==> src/rtl/i2c_mem_pkg.sv <==
package i2c_mem_pkg;
  localparam int BYTE_W = 8;

  typedef enum logic [2:0] {
    PH_IDLE,
    PH_RX,
    PH_ACK,
    PH_TX,
    PH_RACK,
    PH_SKIP
  } phase_t;

  typedef enum logic [1:0] {
    BK_CTRL,
    BK_AHI,
    BK_ALO,
    BK_DATA
  } bkind_t;
endpackage

==> src/rtl/i2c_rst_sync.sv <==
module i2c_rst_sync #(
  parameter int STAGES = 2
) (
  input  logic clk,
  input  logic rst_n,
  output logic rst_ns
);
  logic [STAGES-1:0] chain_q;

  always_ff @(posedge clk or negedge rst_n) begin
    if (!rst_n) chain_q <= '0;
    else        chain_q <= {chain_q[STAGES-2:0], 1'b1};
  end

  assign rst_ns = chain_q[STAGES-1];
endmodule

==> src/rtl/i2c_bus_sampler.sv <==
module i2c_bus_sampler #(
  parameter int SYNC_STAGES = 2
) (
  input  logic clk,
  input  logic rst_n,
  input  logic scl_i,
  input  logic sda_i,
  output logic scl_lvl,
  output logic sda_lvl,
  output logic scl_rise,
  output logic scl_fall,
  output logic start_det,
  output logic stop_det
);
  logic [SYNC_STAGES-1:0] scl_sh, sda_sh;
  logic scl_q, sda_q;

  always_ff @(posedge clk or negedge rst_n) begin
    if (!rst_n) begin
      scl_sh <= '1;
      sda_sh <= '1;
      scl_q  <= 1'b1;
      sda_q  <= 1'b1;
    end else begin
      scl_sh[0] <= scl_i;
      sda_sh[0] <= sda_i;
      for (int k = 1; k < SYNC_STAGES; k++) begin
        scl_sh[k] <= scl_sh[k-1];
        sda_sh[k] <= sda_sh[k-1];
      end
      scl_q <= scl_sh[SYNC_STAGES-1];
      sda_q <= sda_sh[SYNC_STAGES-1];
    end
  end

  assign scl_lvl   = scl_sh[SYNC_STAGES-1];
  assign sda_lvl   = sda_sh[SYNC_STAGES-1];
  assign scl_rise  = scl_lvl & ~scl_q;
  assign scl_fall  = ~scl_lvl & scl_q;
  assign start_det = scl_lvl & scl_q & sda_q & ~sda_lvl;
  assign stop_det  = scl_lvl & scl_q & ~sda_q & sda_lvl;
endmodule

==> src/rtl/i2c_addr_ptr.sv <==
module i2c_addr_ptr #(
  parameter int ADDR_W   = 12,
  parameter int SMALL_AW = 11
) (
  input  logic              clk,
  input  logic              rst_n,
  input  logic              big_mode,
  input  logic              ld_hi,
  input  logic              ld_lo,
  input  logic              inc,
  input  logic [7:0]        byte_in,
  output logic [ADDR_W-1:0] addr
);
  localparam int HI_W = ADDR_W - 8;
  localparam logic [ADDR_W-1:0] SMALL_MASK = ADDR_W'((1 << SMALL_AW) - 1);

  logic [ADDR_W-1:0] ptr_q, ptr_d, mask;

  assign mask = big_mode ? '1 : SMALL_MASK;

  always_comb begin
    ptr_d = ptr_q;
    if (ld_hi)     ptr_d[ADDR_W-1:8] = byte_in[HI_W-1:0];
    else if (ld_lo) ptr_d[7:0]       = byte_in;
    else if (inc)  ptr_d             = (ptr_q + 1'b1) & mask;
  end

  always_ff @(posedge clk or negedge rst_n) begin
    if (!rst_n) ptr_q <= '0;
    else        ptr_q <= ptr_d;
  end

  assign addr = ptr_q & mask;

  p_wrap_small_r5: assert property (@(posedge clk) disable iff (!rst_n)
    (inc && !ld_hi && !ld_lo && !big_mode && ptr_q[SMALL_AW-1:0] == '1)
      |=> (addr == '0));
  p_wrap_big_r6: assert property (@(posedge clk) disable iff (!rst_n)
    (inc && !ld_hi && !ld_lo && big_mode && ptr_q == '1) |=> (ptr_q == '0));
  p_ptr_hold_r7: assert property (@(posedge clk) disable iff (!rst_n)
    (!inc && !ld_hi && !ld_lo) |=> $stable(ptr_q));
endmodule

==> src/rtl/i2c_mem_target.sv <==
module i2c_mem_target
  import i2c_mem_pkg::*;
#(
  parameter logic [5:0] DEV_ADDR    = 6'h2D,
  parameter int         ADDR_W      = 12,
  parameter int         SMALL_AW    = 11,
  parameter int         SYNC_STAGES = 2
) (
  input  logic              clk,
  input  logic              rst_n,
  input  logic              scl_i,
  input  logic              sda_i,
  input  logic              big_mode,
  output logic              sda_oe,
  output logic              ram_we,
  output logic              ram_rd,
  output logic [ADDR_W-1:0] ram_addr,
  output logic [7:0]        ram_wdata,
  input  logic [7:0]        ram_rdata
);
  localparam int CNT_W = $clog2(BYTE_W + 1);
  localparam logic [CNT_W-1:0] FULL = CNT_W'(BYTE_W);
  localparam logic [CNT_W-1:0] LAST = CNT_W'(BYTE_W - 1);

  logic rst_ns;
  logic scl_lvl, sda_lvl, scl_rise, scl_fall, start_det, stop_det;

  phase_t            phase_q, phase_d;
  bkind_t            kind_q, kind_d;
  logic [CNT_W-1:0]  cnt_q, cnt_d;
  logic [7:0]        shreg_q, shreg_d, txreg_q, txreg_d;
  logic              oe_q, oe_d, rw_q, rw_d, rd_pend_q;
  logic              wr_stb, rd_stb, ld_hi, ld_lo, ptr_inc;

  i2c_rst_sync #(.STAGES(2)) u_rst (
    .clk(clk), .rst_n(rst_n), .rst_ns(rst_ns)
  );

  i2c_bus_sampler #(.SYNC_STAGES(SYNC_STAGES)) u_smp (
    .clk(clk), .rst_n(rst_ns), .scl_i(scl_i), .sda_i(sda_i),
    .scl_lvl(scl_lvl), .sda_lvl(sda_lvl), .scl_rise(scl_rise),
    .scl_fall(scl_fall), .start_det(start_det), .stop_det(stop_det)
  );

  i2c_addr_ptr #(.ADDR_W(ADDR_W), .SMALL_AW(SMALL_AW)) u_ptr (
    .clk(clk), .rst_n(rst_ns), .big_mode(big_mode), .ld_hi(ld_hi),
    .ld_lo(ld_lo), .inc(ptr_inc), .byte_in(shreg_q), .addr(ram_addr)
  );

  // Byte sequencer: next-state logic
  always_comb begin
    phase_d = phase_q;
    kind_d  = kind_q;
    cnt_d   = cnt_q;
    shreg_d = shreg_q;
    txreg_d = rd_pend_q ? ram_rdata : txreg_q;
    oe_d    = oe_q;
    rw_d    = rw_q;
    wr_stb  = 1'b0;
    rd_stb  = 1'b0;
    ld_hi   = 1'b0;
    ld_lo   = 1'b0;
    if (stop_det) begin
      phase_d = PH_IDLE;
      oe_d    = 1'b0;
    end else if (start_det) begin
      phase_d = PH_RX;
      kind_d  = BK_CTRL;
      cnt_d   = '0;
      oe_d    = 1'b0;
      rw_d    = 1'b0;
    end else begin
      unique case (phase_q)
        PH_RX: begin
          if (scl_rise && cnt_q != FULL) begin
            shreg_d = {shreg_q[6:0], sda_lvl};
            cnt_d   = cnt_q + 1'b1;
          end else if (scl_fall && cnt_q == FULL) begin
            cnt_d   = '0;
            phase_d = PH_ACK;
            oe_d    = 1'b1;
            unique case (kind_q)
              BK_CTRL: begin
                if (shreg_q[7:2] == DEV_ADDR) begin
                  rw_d   = shreg_q[0];
                  rd_stb = shreg_q[0];
                  kind_d = BK_AHI;
                end else begin
                  phase_d = PH_SKIP;
                  oe_d    = 1'b0;
                end
              end
              BK_AHI: begin
                ld_hi  = 1'b1;
                kind_d = BK_ALO;
              end
              BK_ALO: begin
                ld_lo  = 1'b1;
                kind_d = BK_DATA;
              end
              default: wr_stb = 1'b1;
            endcase
          end
        end
        PH_ACK: begin
          if (scl_fall) begin
            cnt_d = '0;
            if (rw_q) begin
              phase_d = PH_TX;
              oe_d    = ~txreg_q[7];
            end else begin
              phase_d = PH_RX;
              oe_d    = 1'b0;
            end
          end
        end
        PH_TX: begin
          if (scl_fall) begin
            if (cnt_q == LAST) begin
              phase_d = PH_RACK;
              cnt_d   = '0;
              oe_d    = 1'b0;
            end else begin
              txreg_d = {txreg_q[6:0], 1'b0};
              cnt_d   = cnt_q + 1'b1;
              oe_d    = ~txreg_q[6];
            end
          end
        end
        PH_RACK: begin
          if (scl_rise && cnt_q == '0) begin
            if (!sda_lvl) begin
              rd_stb = 1'b1;
              cnt_d  = CNT_W'(1);
            end else begin
              phase_d = PH_SKIP;
            end
          end else if (scl_fall && cnt_q != '0) begin
            phase_d = PH_TX;
            cnt_d   = '0;
            oe_d    = ~txreg_q[7];
          end
        end
        default: ;
      endcase
    end
  end

  assign ptr_inc = wr_stb | rd_stb;

  // Byte sequencer: registers
  always_ff @(posedge clk or negedge rst_ns) begin
    if (!rst_ns) begin
      phase_q   <= PH_IDLE;
      kind_q    <= BK_CTRL;
      cnt_q     <= '0;
      shreg_q   <= '0;
      txreg_q   <= '0;
      oe_q      <= 1'b0;
      rw_q      <= 1'b0;
      rd_pend_q <= 1'b0;
    end else begin
      phase_q   <= phase_d;
      kind_q    <= kind_d;
      cnt_q     <= cnt_d;
      shreg_q   <= shreg_d;
      txreg_q   <= txreg_d;
      oe_q      <= oe_d;
      rw_q      <= rw_d;
      rd_pend_q <= rd_stb;
    end
  end

  assign sda_oe    = oe_q;
  assign ram_we    = wr_stb;
  assign ram_rd    = rd_stb;
  assign ram_wdata = shreg_q;

  p_pull_low_scl_r11: assert property (@(posedge clk) disable iff (!rst_ns)
    $rose(sda_oe) |-> !scl_lvl);
  p_skip_silent_r2: assert property (@(posedge clk) disable iff (!rst_ns)
    (phase_q == PH_SKIP) |-> (!sda_oe && !ram_we && !ram_rd));
  p_stop_release_r10: assert property (@(posedge clk) disable iff (!rst_ns)
    stop_det |=> (!sda_oe && phase_q == PH_IDLE));
  p_write_after_addr_r4: assert property (@(posedge clk) disable iff (!rst_ns)
    ram_we |-> (kind_q == BK_DATA && !rw_q));
  p_ack_matched_r1: assert property (@(posedge clk) disable iff (!rst_ns)
    (phase_q == PH_ACK && kind_q == BK_AHI) |-> sda_oe);
endmodule

==> config.mk <==
export PLATFORM = sky130hd
export DESIGN_NAME = i2c_mem_target
export DESIGN_NICKNAME = d
export VERILOG_FILES = /design/src/rtl/i2c_mem_pkg.sv /design/src/rtl/i2c_rst_sync.sv /design/src/rtl/i2c_bus_sampler.sv /design/src/rtl/i2c_addr_ptr.sv /design/src/rtl/i2c_mem_target.sv
export SDC_FILE = /design/constraint.sdc
export NUM_CORES = 1
export LEC_CHECK = 0
export BUFFER_PORTS_ARGS = -buffer_cell sky130_fd_sc_hd__buf_4
export CAP_MARGIN = 5
export CORE_ASPECT_RATIO = 1.25
export CORE_MARGIN = 2
export CORE_UTILIZATION = 45
export DETAILED_ROUTE_END_ITERATION = 16
export PLACE_DENSITY_LB_ADDON = 0.05
export SYNTH_ARGS = -nofsm -noshare
export SYNTH_HDL_FRONTEND = slang
export SYNTH_SLANG_ARGS = --single-unit
==> constraint.sdc <==
create_clock -name clk -period 2.5 [get_ports clk]
set_input_delay 0.25 -clock clk [delete_from_list [all_inputs] [get_ports clk]]
set_output_delay 0.25 -clock clk [all_outputs]
set_load 0.05 [all_outputs]
==> flow_metrics.tcl, run 1 <==
set metrics [dict create \
    run_status "finished, violations left" \
    violations "setup timing" \
    maxSlewHeadroom_pct 62.4 \
    initial_utilization_pct 46.5 \
    wl_per_cell_um 16.4 \
    drive_above_1_share_pct 25.3 \
    routed_wl_um 6980 \
    fmax_mhz 398 \
    worst-path-buf-inv 1 \
    fin_nets 360 \
    power_leakage_uw 0.00149 \
    synth_compound_area_share_pct 19.2 \
    setup_viol 2 \
    r2r_slack_ps -10 \
    synth_fa_ha_area_share_pct 3.49 \
    synth.cell_area_um2 2870 \
    pwr-share-seq_pct 37.9 \
    viasPerCell 5.69 \
    clkTransAtPathRegs_ps 100 \
    yosysSeqAreaShare_pct 42.1 \
    dp_cells 412 \
    route.detailed.drc 0 \
    async_flop_share_pct 100 \
    numCtsBuffers 5 \
    syn2layout_area_growth_pct 18.1 \
    r2r-end "u_ptr.ptr_q[10]$_DFFE_PN0P_" \
    fin_skew_ps 9.04 \
    detailroute.wirelength.met2_um 3570 \
    critPathMaxFanout 6 \
    synth_nets 324 \
    cts-root-buf "clkbuf_8" \
    synth_simple_gate_area_share_pct 21.5 \
    stdcell_area_um2 3390 \
    clkPwrFrac_pct 22.6 \
    insertion_delay_ps 300 \
    synth_top_family_by_area "simple AND/OR/NAND/NOR gates" \
    vias 2417 \
    diodes 0 \
    die_h_um 93.3 \
    place_area_um2 3180 \
    ys_seq_elements 48 \
    intPower_uw 1820 \
    fillers 597 \
    period_share_pct 101 \
    antenna_found_initial 0 \
    reg2reg_from "cnt_q[1]$_DFFE_PN0P_" \
    grt_pass1_vias 2405 \
    critPathLaunchType "flop" \
    dr.pass1.iters 4 \
    crit_chain "inv_1, ha_4, or3b_4, or4_4, o21a_4, or4_4, a31oi_2" \
    io_pins 36 \
    dp_hpwl_um 5050 \
    drt-met1-wl_um 3030 \
    power_density_nw_per_um2 875 \
    grt_start_max_net_pins 20 \
    cpPeakStageDelay_ps 560 \
    swShare_pct 38.5 \
    critPathRequiredTime_ps 2720 \
    slowest_stage "or4_4" \
    hp-class "in2reg" \
    drtIter0Drc 159 \
    h-tree-depth 2 \
    yosys.area_share.xor_xnor_pct 0.305 \
    rr_worst_depth 7 \
    place_ws_ps 115 \
    ir_worst_vdd_uv 656 \
    end_kind "flop" \
    synthFlopType "dfrtp_1" \
    tightest_slew_ps 556 \
    fp-row-count 32 \
    ys_types 61 \
    p_switching_uw 1140 \
    ys_warn_count 0 \
    place.gp.congestion 0.918 \
    synth_area_per_cell_um2 9.46 \
    synth_mux_area_share_pct 6.63 \
    numClockSinks 48 \
    crit_arrival_ps 2740 \
    tritoncts "built" \
    clockBufferDepth 2 \
    grt_pass1_wl_um 11800 \
    stdcell_count 425 \
    crit_type "reg2reg" \
    critPathTopFamily "simple AND/OR/NAND/NOR gates" \
    hold_path_end "u_smp.sda_sh[0]$_DFF_PN1_" \
    grtUsageTotal_pct 21.6 \
    die_w_um 75.4 \
    finalHoldViolations 0 \
    die_area_um2 7030 \
    synth_edf_count 0 \
    drv_cap 0 \
    highest_layer "met4" \
    synth_cells 303 \
    drv_slew 0 \
    gr-total-overflow 0 \
    cp_common_cell "or4_4" \
    hold_start "sda_i" \
    worst_slack_ps -12.6 \
    comb_power_share_pct 39.4 \
    drtAntennaViolNets 0 \
    port_buffers 35 \
    critPathLaunch "cnt_q[1]$_DFFE_PN0P_" \
    rsz0062_at_grt "true" \
    dr_wl_met3_um 201 \
    tns_ps -14.5 \
    period_needed_ps 2510 \
    core_um2 6170 \
    holdPathStages 1 \
]
routing by layer:
metal	vias to the layer above	track usage, %
met5	-	0
met4	0	6.73
met2	53	36.4
met3	16	3.45
met1	1165	27.8
li1	1183	-
cells in the mapped netlist (3+ instances only):
cell type / instances / area share [%]
o21ai_0: 14 / 2.4
dfstp_2: 6 / 5.5
nor3b_1: 3 / 0.79
buf_6: 3 / 1.2
or4_1: 3 / 0.79
mux2_2: 8 / 3.1
nand2b_1: 11 / 2.4
clkbuf_1: 9 / 1.2
and2_1: 5 / 1.1
o311ai_0: 3 / 0.92
o31ai_1: 4 / 1.0
nand2_1: 21 / 2.7
dfrtp_1: 42 / 37
nor2_1: 22 / 2.9
a211oi_1: 3 / 0.79
ha_1: 8 / 3.5
inv_1: 8 / 1.0
a31oi_1: 10 / 2.2
o211ai_1: 4 / 1.0
buf_4: 11 / 2.9
a21oi_1: 21 / 3.7
nor2b_1: 5 / 1.1
mux2i_1: 10 / 3.5
and3_1: 5 / 1.1
nand3_1: 11 / 1.9
nor3_1: 3 / 0.52
nand4_1: 9 / 2.0
power by group through the flow:
stage / Sequential (uW) / Combinational (uW) / Clock [uW]
after floorplan: 1280 / 623 / 0
after global placement: 1130 / 1100 / 0
after detailed placement: 1140 / 1110 / 0
after CTS: 1120 / 1110 / 691
after global routing: 1160 / 1270 / 725
final: 1120 / 1170 / 671
flip-flops by register name, indices dropped and copies added, names as in the netlist, 2 cells and up:
name	cells
cnt_q	4
kind_q	2
phase_q	3
ram_wdata	8
txreg_q	8
u_ptr.ptr_q	12
u_rst.chain_q	2
u_smp.scl_sh	2
u_smp.sda_sh	2
placed cells by master, fill, tap and decap left out, types with 4 or more instances in the layout:
master,Yosys,final
mux2i_1,10,10
nand4_1,9,9
a31oi_1,10,9
dfstp_2,6,6
and2_1,5,4
o21ai_0,14,14
nor2b_1,5,5
o31ai_1,4,4
nand3_1,11,11
ha_1,8,7
dfrtp_1,42,41
nor2_1,22,22
inv_1,8,7
and3_1,5,5
nand2_1,21,21
nand2b_1,11,11
mux2_2,8,8
buf_4,11,52
o211ai_1,4,4
a21oi_1,21,21
clkbuf_8,0,5
area by class of cell:
cell class	instances	area, um^2	share of cell area (%)
multi-input combinational	222	1500	44.2
sequential	48	1210	35.7
timing repair buffer	54	412	12.2
tap	85	106	3.14
clock buffer	6	72.6	2.14
clock inverter	2	60.1	1.77
inverter	8	30.0	0.887
stage by stage:
| stage | util (%) | hold WS [ps] | total power, uW |
|---|---|---|---|
| 4_1_cts | 54.0 | 40.8 | 2920 |
| 6_report | 54.9 | 53.7 | 2960 |
| 5_1_grt | 54.9 | 28.6 | 3150 |
| 2_1_floorplan | - | -45.6 | 1910 |
| 3_5_place_dp | 51.6 | 33.7 | 2240 |
| 3_3_place_gp | 51.6 | 32.8 | 2230 |
timing repair:
item / CTS / global route
hold buffers: 1 / 0
buffers inserted: 0 / 4
resized for setup: 0 / 8
setup endpoints to repair: 0 / 5
hold endpoints to repair: 2 / 0
logic make-up after synthesis:
kind of cell,after synthesis
adder cells (fa/ha/maj),8
AO/OA/AOI/OAI,82
AND/OR/NAND/NOR,112
XOR/XNOR,1
other,1
buffers and inverters,33
flip-flops,48
multiplexers,18
worst max-delay path by stage:
stage,to,slack [ps],cells after the start
final,u_ptr.ptr_q[10]$_DFFE_PN0P_,-10,7
after global routing,u_ptr.ptr_q[10]$_DFFE_PN0P_,-70,7
after CTS,ram_rd,50,6
after detailed placement,u_ptr.ptr_q[10]$_DFFE_PN0P_,120,7
after global placement,u_ptr.ptr_q[10]$_DFFE_PN0P_,160,7
after floorplan,u_ptr.ptr_q[8]$_DFFE_PN0P_,60,8
No activity file was read; power rests on OpenSTA's default activity.
==> run 2: changes to the inputs <==
Settings changed: GPL_TIMING_DRIVEN from default to 0.
==> run 2 against run 1 <==
Net effect: first-iteration DRC count fell by 1.9%; die area did not move; critical path depth did not move; global-route usage fell by 0.13 points; the flow now finishes without violations; worst setup slack improved by 83 ps; largest power group unchanged; clock-buffer cell count did not move.
==> flow_metrics.tcl, run 2 (synthesis gave the netlist of run 1 again) <==
set metrics [dict create \
    critPathTopFamily "simple AND/OR/NAND/NOR gates" \
    finalHoldViolations 0 \
    r2r-end "u_ptr.ptr_q[10]$_DFFE_PN0P_" \
    gr-total-overflow 0 \
    clockBufferDepth 2 \
    cpPeakStageDelay_ps 530 \
    clkTransAtPathRegs_ps 100 \
    end_kind "flop" \
    period_share_pct 97.2 \
    grt_pass1_vias 2473 \
    dr.pass1.iters 4 \
    stdcell_count 436 \
    hp-class "in2reg" \
    grt_pass1_wl_um 11700 \
    drive_above_1_share_pct 27.6 \
    fin_skew_ps 9.87 \
    critPathMaxFanout 6 \
    critPathLaunchType "flop" \
    reg2reg_from "cnt_q[1]$_DFFE_PN0P_" \
    cp_common_cell "or4_4" \
    fp-row-count 32 \
    period_needed_ps 2430 \
    crit_arrival_ps 2660 \
    tightest_slew_ps 926 \
    power_leakage_uw 0.00152 \
    core_um2 6170 \
    slowest_stage "or4_4" \
    die_h_um 93.3 \
    tritoncts "built" \
    io_pins 36 \
    hold_start "sda_i" \
    final_cell_mix "buf_4, dfrtp_1, nor2_1" \
    rsz0062_at_grt "false" \
    setup_viol 0 \
    drv_cap 0 \
    viasPerCell 5.71 \
    die_w_um 75.4 \
    drtIter0Drc 156 \
    route.detailed.drc 0 \
    initial_utilization_pct 46.5 \
    r2r_slack_ps 70 \
    final_common_cell "buf_4" \
    crit_chain "inv_2, ha_4, or3b_4, or4_4, o21a_4, or4_4, a31oi_4" \
    insertion_delay_ps 310 \
    grtUsageTotal_pct 21.4 \
    place.gp.congestion 0.858 \
    drv_slew 0 \
    syn2layout_area_growth_pct 20.7 \
    tns_ps 0 \
    cts-root-buf "clkbuf_8" \
    crit_type "reg2reg" \
    run_status "completed" \
    vias 2489 \
    grt_start_max_net_pins 34 \
    largest_reg_flops 12 \
    die_area_um2 7030 \
    port_buffers 35 \
    diodes 0 \
    drtAntennaViolNets 0 \
    routed_wl_um 6890 \
    worst-path-buf-inv 1 \
    fin_nets 371 \
    maxSlewHeadroom_pct 37.5 \
    fmax_mhz 412 \
    dp_hpwl_um 5040 \
    fillers 610 \
    antenna_found_initial 0 \
    power_density_nw_per_um2 819 \
    hold_path_end "u_smp.sda_sh[0]$_DFF_PN1_" \
    top_register "u_ptr.ptr_q" \
    h-tree-depth 2 \
    numCtsBuffers 5 \
    dp_cells 424 \
    ir_worst_vdd_uv 445 \
    rr_worst_depth 7 \
    critPathRequiredTime_ps 2730 \
    numClockSinks 48 \
    wl_per_cell_um 15.8 \
    holdPathStages 1 \
]
## run 2: changes by cell type in the layout (fill, tap and decap cells not counted), sizes merged
cell	previous run	this run
buf	53	57
clkinvlp	0	2
clkbuf	6	13
bufinv	2	0
## run 2: worst max path at each step
stage	startpoint	endpoint	slack, ps	cells past startpoint
floorplan	phase_q[0]$_DFFE_PN0P_	u_ptr.ptr_q[8]$_DFFE_PN0P_	60	8
global placement	cnt_q[0]$_DFFE_PN0P_	u_ptr.ptr_q[1]$_DFFE_PN0P_	-180	9
finish	cnt_q[1]$_DFFE_PN0P_	u_ptr.ptr_q[10]$_DFFE_PN0P_	70	7
CTS	cnt_q[0]$_DFFE_PN0P_	u_ptr.ptr_q[10]$_DFFE_PN0P_	-4	7
global route	phase_q[2]$_DFFE_PN0P_	ram_rd	20	7
detailed placement	cnt_q[0]$_DFFE_PN0P_	u_ptr.ptr_q[0]$_DFFE_PN0P_	-180	9
## run 2: layout make-up
| type | count | area (um^2) | area share (%) |
|---|---|---|---|
| plain buffers | 20 | 125 | 3.62 |
| flip-flops and latches | 48 | 1210 | 35.0 |
| clock buffers | 6 | 82.6 | 2.39 |
| well taps | 85 | 106 | 3.07 |
| clock inverters | 2 | 15.0 | 0.434 |
| repair buffers | 45 | 353 | 10.2 |
| inverters | 8 | 30.0 | 0.868 |
| multi-input cells | 222 | 1540 | 44.4 |
## run 2: metrics by stage
stage | hold slack, ps | power (uW) | cell area, um^2 | util, % | worst slack [ps]
3_5_place_dp | 34.2 | 2230 | 3260 | 52.8 | -181
4_1_cts | 37.6 | 2810 | 3400 | 55.2 | -4.43
2_1_floorplan | -45.6 | 1910 | 2870 | - | 64.9
5_1_grt | 25.7 | 3020 | 3460 | 56.1 | 17.0
3_3_place_gp | 33.2 | 2210 | 3240 | 52.5 | -183
6_report | 47.6 | 2840 | 3460 | 56.1 | 70.4
## run 2: metal layers
| metal | up-vias | GRT usage [%] | wire [um] |
|---|---|---|---|
| met5 | - | 0 | 0 |
| met4 | 0 | 7.31 | 117 |
| met3 | 15 | 3.88 | 217 |
| met2 | 64 | 37.0 | 3620 |
| met1 | 1205 | 26.2 | 2930 |
| li1 | 1205 | - | - |
## run 2: worst register-to-register path, cell delays in order, from the launching register on
cell     delay [ps]
dfrtp_1         410
inv_2            80
ha_4            130
or3b_4          390
or4_4           480
o21a_4          170
or4_4           530
a31oi_4         170
## run 2: power by group
group          leakage [uW]  internal (uW)  total, uW  switching (uW)
clock network     0.0000434            224        503             278
logic              0.000887            511       1200             692
registers          0.000590            941       1130             188
total               0.00152           1680       2840            1160
## run 2: repair_timing
action                     CTS  global route
hold endpoints to repair     2             0
resized for setup            7            11
hold buffers                 1             0
pin swaps                    4             5
setup endpoints to repair   12            10
buffers inserted             5             3
